### src/rtl/ssg_pkg.sv
package ssg_pkg;

  typedef enum logic [1:0] {
    ST_IDLE     = 2'd0,
    ST_CLOCKING = 2'd1,
    ST_SELECT   = 2'd2
  } ssg_state_e;

endpackage

### src/rtl/ssg_tick_div.sv
module ssg_tick_div #(
  parameter int HALF_TICKS = 20
) (
  input  logic clk,
  input  logic rst,
  input  logic run,
  output logic half_tick
);

  localparam int TW = $clog2(HALF_TICKS + 1);
  localparam logic [TW-1:0] LAST = TW'(HALF_TICKS - 1);

  logic [TW-1:0] cnt_q;

  assign half_tick = run && (cnt_q == LAST);

  always_ff @(posedge clk) begin
    if (rst || !run) begin
      cnt_q <= '0;
    end else if (cnt_q == LAST) begin
      cnt_q <= '0;
    end else begin
      cnt_q <= cnt_q + 1'b1;
    end
  end

  AST_TICK_IN_RANGE: assert property (@(posedge clk) disable iff (rst)
    cnt_q <= LAST) else $error("tick counter out of range");

  AST_TICK_HOLD_IDLE: assert property (@(posedge clk) disable iff (rst)
    !run |=> cnt_q == '0) else $error("tick counter moved while idle");

endmodule

### src/rtl/ssg_ctrl.sv
module ssg_ctrl
  import ssg_pkg::*;
#(
  parameter int PRE_CYCLES = 8,
  parameter int SEL_CYCLES = 4
) (
  input  logic       clk,
  input  logic       rst,
  input  logic       start,
  input  logic       half_tick,
  input  logic       sclk_q,
  output ssg_state_e state_q,
  output logic       accept,
  output logic       cyc_end,
  output logic       enter_sel,
  output logic       frame_end
);

  localparam int CMAX = (PRE_CYCLES > SEL_CYCLES) ? PRE_CYCLES : SEL_CYCLES;
  localparam int CW   = $clog2(CMAX + 1);
  localparam logic [CW-1:0] PRE_LAST = CW'(PRE_CYCLES - 1);
  localparam logic [CW-1:0] SEL_LAST = CW'(SEL_CYCLES - 1);

  logic [CW-1:0] cyc_q;

  assign accept    = (state_q == ST_IDLE) && start;
  assign cyc_end   = half_tick && sclk_q;
  assign enter_sel = (state_q == ST_CLOCKING) && cyc_end && (cyc_q == PRE_LAST);
  assign frame_end = (state_q == ST_SELECT) && cyc_end && (cyc_q == SEL_LAST);

  always_ff @(posedge clk) begin
    if (rst) begin
      state_q <= ST_IDLE;
      cyc_q   <= '0;
    end else begin
      case (state_q)
        ST_IDLE: begin
          cyc_q <= '0;
          if (start) state_q <= ST_CLOCKING;
        end
        ST_CLOCKING: begin
          if (enter_sel) begin
            state_q <= ST_SELECT;
            cyc_q   <= '0;
          end else if (cyc_end) begin
            cyc_q <= cyc_q + 1'b1;
          end
        end
        ST_SELECT: begin
          if (frame_end) begin
            state_q <= ST_IDLE;
            cyc_q   <= '0;
          end else if (cyc_end) begin
            cyc_q <= cyc_q + 1'b1;
          end
        end
        default: begin
          state_q <= ST_IDLE;
          cyc_q   <= '0;
        end
      endcase
    end
  end

  AST_NO_RESTART: assert property (@(posedge clk) disable iff (rst)
    state_q == ST_SELECT |=> state_q != ST_CLOCKING) else $error("restart from select");

  AST_CLOCKING_HOLDS: assert property (@(posedge clk) disable iff (rst)
    (state_q == ST_CLOCKING && start) |=> state_q != ST_IDLE) else $error("start disturbed clocking");

endmodule

### src/rtl/ssg_out_regs.sv
module ssg_out_regs #(
  parameter int DATA_CYCLES = 2
) (
  input  logic clk,
  input  logic rst,
  input  logic accept,
  input  logic half_tick,
  input  logic cyc_end,
  input  logic enter_sel,
  input  logic frame_end,
  output logic sclk_q,
  output logic sdata_q,
  output logic cs_n_q,
  output logic busy_q
);

  localparam int DW = $clog2(DATA_CYCLES + 1);
  localparam logic [DW-1:0] DLAST = DW'(DATA_CYCLES - 1);

  logic [DW-1:0] dcnt_q;

  always_ff @(posedge clk) begin
    if (rst) begin
      sclk_q  <= 1'b0;
      sdata_q <= 1'b0;
      cs_n_q  <= 1'b1;
      busy_q  <= 1'b0;
      dcnt_q  <= '0;
    end else if (accept) begin
      sclk_q  <= 1'b0;
      sdata_q <= 1'b1;
      cs_n_q  <= 1'b1;
      busy_q  <= 1'b1;
      dcnt_q  <= '0;
    end else if (frame_end) begin
      sclk_q  <= 1'b0;
      sdata_q <= 1'b0;
      cs_n_q  <= 1'b1;
      busy_q  <= 1'b0;
      dcnt_q  <= '0;
    end else begin
      if (half_tick) sclk_q <= ~sclk_q;
      if (enter_sel) cs_n_q <= 1'b0;
      if (cyc_end) begin
        if (dcnt_q == DLAST) begin
          dcnt_q  <= '0;
          sdata_q <= ~sdata_q;
        end else begin
          dcnt_q <= dcnt_q + 1'b1;
        end
      end
    end
  end

  AST_DATA_MOVES_ON_FALL: assert property (@(posedge clk) disable iff (rst)
    (busy_q && $past(busy_q) && sdata_q != $past(sdata_q)) |-> $fell(sclk_q))
    else $error("data changed off a falling serial edge");

endmodule

### src/rtl/serial_strobe_gen.sv
module serial_strobe_gen
  import ssg_pkg::*;
#(
  parameter int HALF_TICKS  = 20,
  parameter int PRE_CYCLES  = 8,
  parameter int SEL_CYCLES  = 4,
  parameter int DATA_CYCLES = 2
) (
  input  logic clk,
  input  logic rst,
  input  logic start,
  output logic sclk,
  output logic sdata,
  output logic cs_n,
  output logic busy
);

  localparam int GW = $clog2(HALF_TICKS + 2) + 1;

  ssg_state_e state_q;
  logic       half_tick;
  logic       accept;
  logic       cyc_end;
  logic       enter_sel;
  logic       frame_end;
  logic       run;

  assign run = (state_q != ST_IDLE);

  ssg_tick_div #(
    .HALF_TICKS(HALF_TICKS)
  ) u_tick (
    .clk       (clk),
    .rst       (rst),
    .run       (run),
    .half_tick (half_tick)
  );

  ssg_ctrl #(
    .PRE_CYCLES(PRE_CYCLES),
    .SEL_CYCLES(SEL_CYCLES)
  ) u_ctrl (
    .clk       (clk),
    .rst       (rst),
    .start     (start),
    .half_tick (half_tick),
    .sclk_q    (sclk),
    .state_q   (state_q),
    .accept    (accept),
    .cyc_end   (cyc_end),
    .enter_sel (enter_sel),
    .frame_end (frame_end)
  );

  ssg_out_regs #(
    .DATA_CYCLES(DATA_CYCLES)
  ) u_out (
    .clk       (clk),
    .rst       (rst),
    .accept    (accept),
    .half_tick (half_tick),
    .cyc_end   (cyc_end),
    .enter_sel (enter_sel),
    .frame_end (frame_end),
    .sclk_q    (sclk),
    .sdata_q   (sdata),
    .cs_n_q    (cs_n),
    .busy_q    (busy)
  );

  // Gap watch: cycles since the serial clock last changed while busy.
  logic [GW-1:0] gap_q;
  logic          sclk_prev_q;

  always_ff @(posedge clk) begin
    if (rst) begin
      gap_q       <= '0;
      sclk_prev_q <= 1'b0;
    end else begin
      sclk_prev_q <= sclk;
      if (!busy || sclk != sclk_prev_q) gap_q <= '0;
      else                              gap_q <= gap_q + 1'b1;
    end
  end

  AST_NO_STALL: assert property (@(posedge clk) disable iff (rst)
    gap_q <= GW'(HALF_TICKS)) else $error("serial clock stalled");

  AST_IDLE_LEVELS: assert property (@(posedge clk) disable iff (rst)
    !busy |-> (!sclk && !sdata && cs_n)) else $error("idle levels wrong");

  AST_CS_WITHIN_FRAME: assert property (@(posedge clk) disable iff (rst)
    !cs_n |-> busy) else $error("chip select outside frame");

  AST_CS_ON_FALL: assert property (@(posedge clk) disable iff (rst)
    $fell(cs_n) |-> $fell(sclk)) else $error("chip select off serial fall");

  AST_FRAME_OPEN: assert property (@(posedge clk) disable iff (rst)
    $rose(busy) |-> (!sclk && sdata && cs_n)) else $error("bad frame open");

  AST_RESET_CLEARS: assert property (@(posedge clk)
    rst |=> (!busy && cs_n && !sclk && !sdata)) else $error("reset did not clear");

endmodule

### config.mk
export PLATFORM = sky130hd
export DESIGN_NAME = serial_strobe_gen
export DESIGN_NICKNAME = d
export VERILOG_FILES = /design/src/rtl/ssg_pkg.sv /design/src/rtl/ssg_tick_div.sv /design/src/rtl/ssg_ctrl.sv /design/src/rtl/ssg_out_regs.sv /design/src/rtl/serial_strobe_gen.sv
export SDC_FILE = /design/constraint.sdc
export NUM_CORES = 1
export LEC_CHECK = 0
export ABC_AREA = 0
export BUFFER_PORTS_ARGS = -buffer_cell sky130_fd_sc_hd__buf_2
export CAP_MARGIN = 10
export CORE_MARGIN = 2
export CORE_UTILIZATION = 35
export DETAILED_ROUTE_END_ITERATION = 8
export GPL_TIMING_DRIVEN = 0
export PLACE_DENSITY = 0.53
export SLEW_MARGIN = 20
export SYNTH_ARGS = -nofsm -noshare
export SYNTH_HDL_FRONTEND = slang
export SYNTH_SLANG_ARGS = --single-unit
### constraint.sdc
create_clock -name clk -period 1.84 [get_ports clk]
set_input_delay 0.092 -clock clk [delete_from_list [all_inputs] [get_ports clk]]
set_output_delay 0.092 -clock clk [all_outputs]
set_load 0.01 [all_outputs]
==> impl_metrics.ini, run 1 <==
[floorplanning]
die_h_um = 53.7
die_w_um = 53.7
core-area_um2 = 2280
placementRows = 17
dieArea_um2 = 2880
ios = 7
start_util_pct = 37.9

[detailed_routing]
drt_iter0_markers = 13
vias_per_cell = 4.92
finalWirelength_um = 1490
drtAntennaViolNets = 0
via_count = 644
drc_errors = 0
wl_per_cell_um = 11.3
dr.pass1.iters = 4

[critical_path]
worstSetupPathType = reg -> reg
timing.rr.start = u_ctrl.state_q[0]
required_ns = 2.06
crit_family = simple AND/OR/NAND/NOR gates
worst-path-buf-inv = 1
critPathLaunchType = flip-flop
cp_num_cells = 6
cp_slowest_cell = dfxtp_1
crit_path_max_fanout = 7
startpoint = u_ctrl.state_q[0]
slowest_delay_ns = 0.37
worst_setup_path_end_kind = flip-flop
critical_path.cell_chain = inv_1, ha_2, and4bb_4, nand4_2, a31oi_4, mux2i_1
reg2regPathDepth = 6
critPathArrivalTime_ns = 1.92

[cells_and_area]
diodes = 0
fillCellCount = 214
nets = 113
drive_above_1_share_pct = 18.4
final_cells = 131
syn_to_final_growth_pct = 13.0

[yosys]
yosys.cell_types.count = 30
syn-mean-instance-area_um2 = 9.38
ys_seq_area_share_pct = 39.4
synthFlopType = dfxtp_1
async_flop_share_pct = 0
syn-num-nets = 101
synth_edf_count = 0
netlist_instances = 92
ys.warnings.count = 0
synth-seq-cells = 17
syn_area_um2 = 863

[global_route]
grt_pass1_wl_um = 2550
grt-ovfl-total = 0
grt_usage_pct = 12.3
grt_pass1_vias = 613
antenna_found_initial = 0
grt_max_degree = 11

[flow_run]
max-cap-violations = 0

[clocking]
root_buffer = clkbuf_4
ctsLongestPathBuffers = 2
path_clk_slew_ns = 0.10
htreeDepth = 1
cts_sinks = 17
cts_inserted_buffers = 3
insertion_delay_ns = 0.28
cts_tree = yes

[hold_path]
hold-path-cell-count = 3
hold_class = in -> reg
hold_start = start

[timing]
fin_ws_ns = 0.140
min_period_ns = 1.70
finClkSkew_ns = 0.000863
hold_viol = 0
fin_crit_sh_pct = 92.4
worst_pin_slew_ns = 0.329
fmax_mhz = 588
setup_viol = 0
maxSlewHeadroom_pct = 78.0
whs_ns = 0.110
final-max-slew-violation-count = 0
rsz0062_at_grt = false
final.setup.tns_ns = 0

[place]
place_hpwl_um = 1150
pre_cts_ws_ns = 0.0247
io_buffer_count = 6
dp.cells = 126
gp_congestion = 0.690

[power_and_ir_drop]
power_frac_clock_pct = 20.7
comb_power_share_pct = 34.2
ir_worst_vdd_uv = 515
total_leakage_power_uw = 0.000378
power.density_nw_per_um2 = 980
seqPwrFrac_pct = 45.1
p_sw_share_pct = 33.7
internal_power_uw = 634
p_switching_uw = 323

[status]
outcome = finished, final reports clean
==> power by group through the flow <==
stage | Clock [µW] | Sequential (µW) | Combinational [µW]
floorplan | 0 | 440 | 247
global placement | 0 | 438 | 317
detailed placement | 0 | 441 | 319
CTS | 212 | 432 | 321
global route | 230 | 438 | 372
finish | 198 | 431 | 327
==> cells by family (layout without fill, tap and decap cells) <==
family,Yosys count,after routing,share of synthesized area (%)
simple gates,43,43,28.7
flops,17,17,39.4
compound gates,10,10,9.85
xor+xnor,7,7,7.10
buf+inv,7,18,3.91
fa+ha+maj,6,6,8.70
mux,2,2,2.32
==> synthesized netlist by cell type (all sizes together), types with 2 or more instances <==
cell     n  share of area [%]
nand3    7                4.6
nor2     9                3.9
and4bb   2                3.3
mux2i    2                2.3
xor2     4                4.1
nand2   11                4.8
and3     4                2.9
nor2b    2                1.4
nand4    3                2.9
a31oi    2                3.2
ha       6                8.7
a21oi    3                1.7
inv      5                2.2
xnor2    3                3.0
dfxtp   17                 39
o21ai    2                1.2
==> cell usage in the layout, fill, tap and decap left out <==
cell type       n
clkinv_1        1
dfxtp_1        17
nor2b_1         2
buf_6           1
nor4bb_1        1
a31oi_1         1
or2_2           1
and3_4          1
o21ai_0         2
a31oi_4         1
inv_1           5
mux2i_1         2
xor2_1          4
buf_2           6
nor3b_1         1
nand3_1         6
clkbuf_4        3
nand4bb_1       1
ha_2            1
nand3_2         1
o311a_1         1
xnor2_1         3
ha_1            5
a21boi_0        1
and4bb_4        2
o2111ai_2       1
clkbuf_1        1
and2_1          1
nand4_1         2
nand2_1        11
nand4_2         1
nor2_1          9
and3_1          3
a21oi_1         3
dlygate4sd3_1   1
==> routing by layer <==
layer	GRT usage (%)	vias up	share of wire (%)
li1	-	339	-
met1	15.4	297	51
met2	19.7	6	45
met3	3.33	2	3.3
met4	5.13	0	0.61
met5	0	-	0
==> final cells by class <==
type                            instances  area (µm²)  area share (%)
Multi-Input combinational cell         68         500            51.3
Buffer                                  1        11.3            1.15
Clock buffer                            4        26.3            2.69
Timing Repair Buffer                    7        40.0            4.10
Inverter                                6        22.5            2.31
Tap cell                               28        35.0            3.59
Sequential cell                        17         340            34.9
==> tightest hold or removal path, delay by kind of cell <==
kind,cells,cell delay [ns]
simple gates,1,0.09
buf+inv,1,0.10
compound gates,1,0.07
==> metrics by stage <==
stage | power, µW | util [%] | cell area [µm²]
after floorplan | 687 | - | 863
after global placement | 755 | 40.8 | 928
after detailed placement | 760 | 40.8 | 928
after CTS | 965 | 42.4 | 965
after global routing | 1040 | 42.9 | 976
final | 956 | 42.9 | 976
==> path summary, 6_finish.rpt <==
path | slack (ns) | endpoint
max | 0.14 | u_ctrl.state_q[1]
min | 0.11 | u_out.busy_q
max reg2reg | 0.14 | u_ctrl.state_q[1]
min reg2reg | 0.45 | u_out.cs_n_q
==> state kept, by name, summed over array words and instances (netlist names) <==
signal          cells
u_ctrl.cyc_q        4
u_ctrl.state_q      2
u_tick.cnt_q        5
u_out.sdata_q       1
u_out.dcnt_q        2
u_out.busy_q        1
u_out.sclk_q        1
u_out.cs_n_q        1
==> what timing repair did <==
action,in CTS,in global routing
hold buffers,1,0
gates resized for setup,0,3
hold endpoints to repair,2,0
setup buffers,0,0
setup endpoints to repair,0,6
(Power assumes the default switching activity.)
==> run 2, diff against run 1 <==
Settings changed: RECOVER_POWER set to 25.
Clock period 1.84 ns to 1.61 ns, I/O delays scaled along.
==> impl_metrics.ini, run 2 (same netlist as run 1, synthesis figures left out) <==
[critical_path]
worst_setup_path_end_kind = flip-flop
worstSetupPathType = reg -> reg
cp_slowest_cell = dfxtp_2
critPathLaunchType = flip-flop
crit_family = simple AND/OR/NAND/NOR gates
slowest_delay_ns = 0.36
timing.rr.start = u_ctrl.state_q[1]
critical_path.cell_chain = inv_2, ha_4, and4bb_4, nand3_2, a31oi_4, mux2i_1
startpoint = u_ctrl.state_q[1]
critPathArrivalTime_ns = 1.76
worst-path-buf-inv = 1
required_ns = 1.84
crit_path_max_fanout = 5

[global_route]
grt_pass1_wl_um = 2870
top_usage_layer = met2
grtUsageMet3_pct = 5.83
met1_usage_pct = 16.5
grt_pass1_vias = 650
grt-ovfl-total = 0
grt_max_degree = 11
antenna_found_initial = 0
use_met2_pct = 22.8
grt_usage_pct = 13.9

[floorplanning]
placementRows = 17
die_w_um = 53.7
dieArea_um2 = 2880
core-area_um2 = 2280
die_h_um = 53.7
ios = 7
start_util_pct = 37.9

[clocking]
root_buffer = clkbuf_4
cts_tree = yes
htreeDepth = 1
cts_sinks = 17
cts_inserted_buffers = 3
ctsLongestPathBuffers = 2
path_clk_slew_ns = 0.10
insertion_delay_ns = 0.30

[detailed_routing]
dr.pass1.iters = 4
drc_errors = 0
wl_per_cell_um = 11.5
via_count = 697
finalWirelength_um = 1580
drtAntennaViolNets = 0
drt_iter0_markers = 10
vias_per_cell = 5.09

[timing]
fmax_mhz = 654
final.setup.tns_ns = 0
finClkSkew_ns = 0.00337
fin_crit_sh_pct = 95.0
fin_ws_ns = 0.0807
rsz0062_at_grt = true
setup_viol = 0
maxSlewHeadroom_pct = 78.9
hold_viol = 0
worst_pin_slew_ns = 0.316
final-max-slew-violation-count = 0
min_period_ns = 1.53

[place]
pre_cts_ws_ns = -0.199
place_hpwl_um = 1150
gp_congestion = 0.738
dp.cells = 126
io_buffer_count = 6

[hold_path]
hold_class = in -> reg
hold_start = start

[cells_and_area]
diodes = 0
final_cells = 137
drive_above_1_share_pct = 27.5
layout_common_cells = 13 x dfxtp_1, 11 x nand2_1, 9 x nor2_1
final_common_cell = dfxtp_1
largest-register = u_tick.cnt_q
top_regs = u_tick.cnt_q: 5 flops, u_ctrl.cyc_q: 4 flops
nets = 119
syn_to_final_growth_pct = 22.5
largest_register_ffs = 5
final_core_util_pct = 46.5

[status]
outcome = finished, final reports clean

[flow_run]
max-cap-violations = 0

[power_and_ir_drop]
total_leakage_power_uw = 0.000408
power.density_nw_per_um2 = 1190
ir_worst_vdd_uv = 705
## run 2: tightest hold or removal path: stages
cell	delay (ns)
buf_2	0.11
nand2_1	0.09
a21oi_1	0.06
## run 2: layer usage
layer,part of all wire [%],up-vias
li1,-,353
met1,49,327
met2,45,12
met3,4.6,5
met4,1.1,0
met5,0,-
## run 2: area by class of cell
cell class,count,area (µm²)
fill,220,1220
multi-input combinational,68,532
sequential,17,348
timing repair buffer,13,81.3
tap,28,35.0
clock buffer,3,22.5
inverter,6,22.5
buffer,1,11.3
clock inverter,1,5.00
## run 2: repair_timing
item	4_1_cts	5_1_grt
hold endpoints to repair	2	0
hold buffers	1	0
setup endpoints to repair	9	8
pin swaps	4	5
gates resized for setup	10	4
buffers inserted	1	5
## run 2: where the power goes
part	leakage [µW]	switching [µW]	internal, µW
Combinational	0.000250	247	266
Sequential	0.000140	34.6	473
Clock	0.0000177	145	92.7
Total	0.000408	426	832
## run 2: path summary, 6_finish.rpt
path	end	slack, ns	cells past startpoint
setup / recovery	u_ctrl.state_q[1]	0.08	6
hold / removal	u_out.busy_q	0.07	3
setup reg to reg	u_ctrl.state_q[1]	0.08	6
hold reg to reg	u_tick.cnt_q[0]	0.45	1
## run 2: through the flow
stage               hold slack [ns]  total power (µW)  area, µm²
floorplan                     0.150               789        863
global placement              0.275               868        928
detailed placement            0.274               869        928
CTS                          0.0639              1180       1010
global route                 0.0813              1350       1060
finish                       0.0731              1260       1060
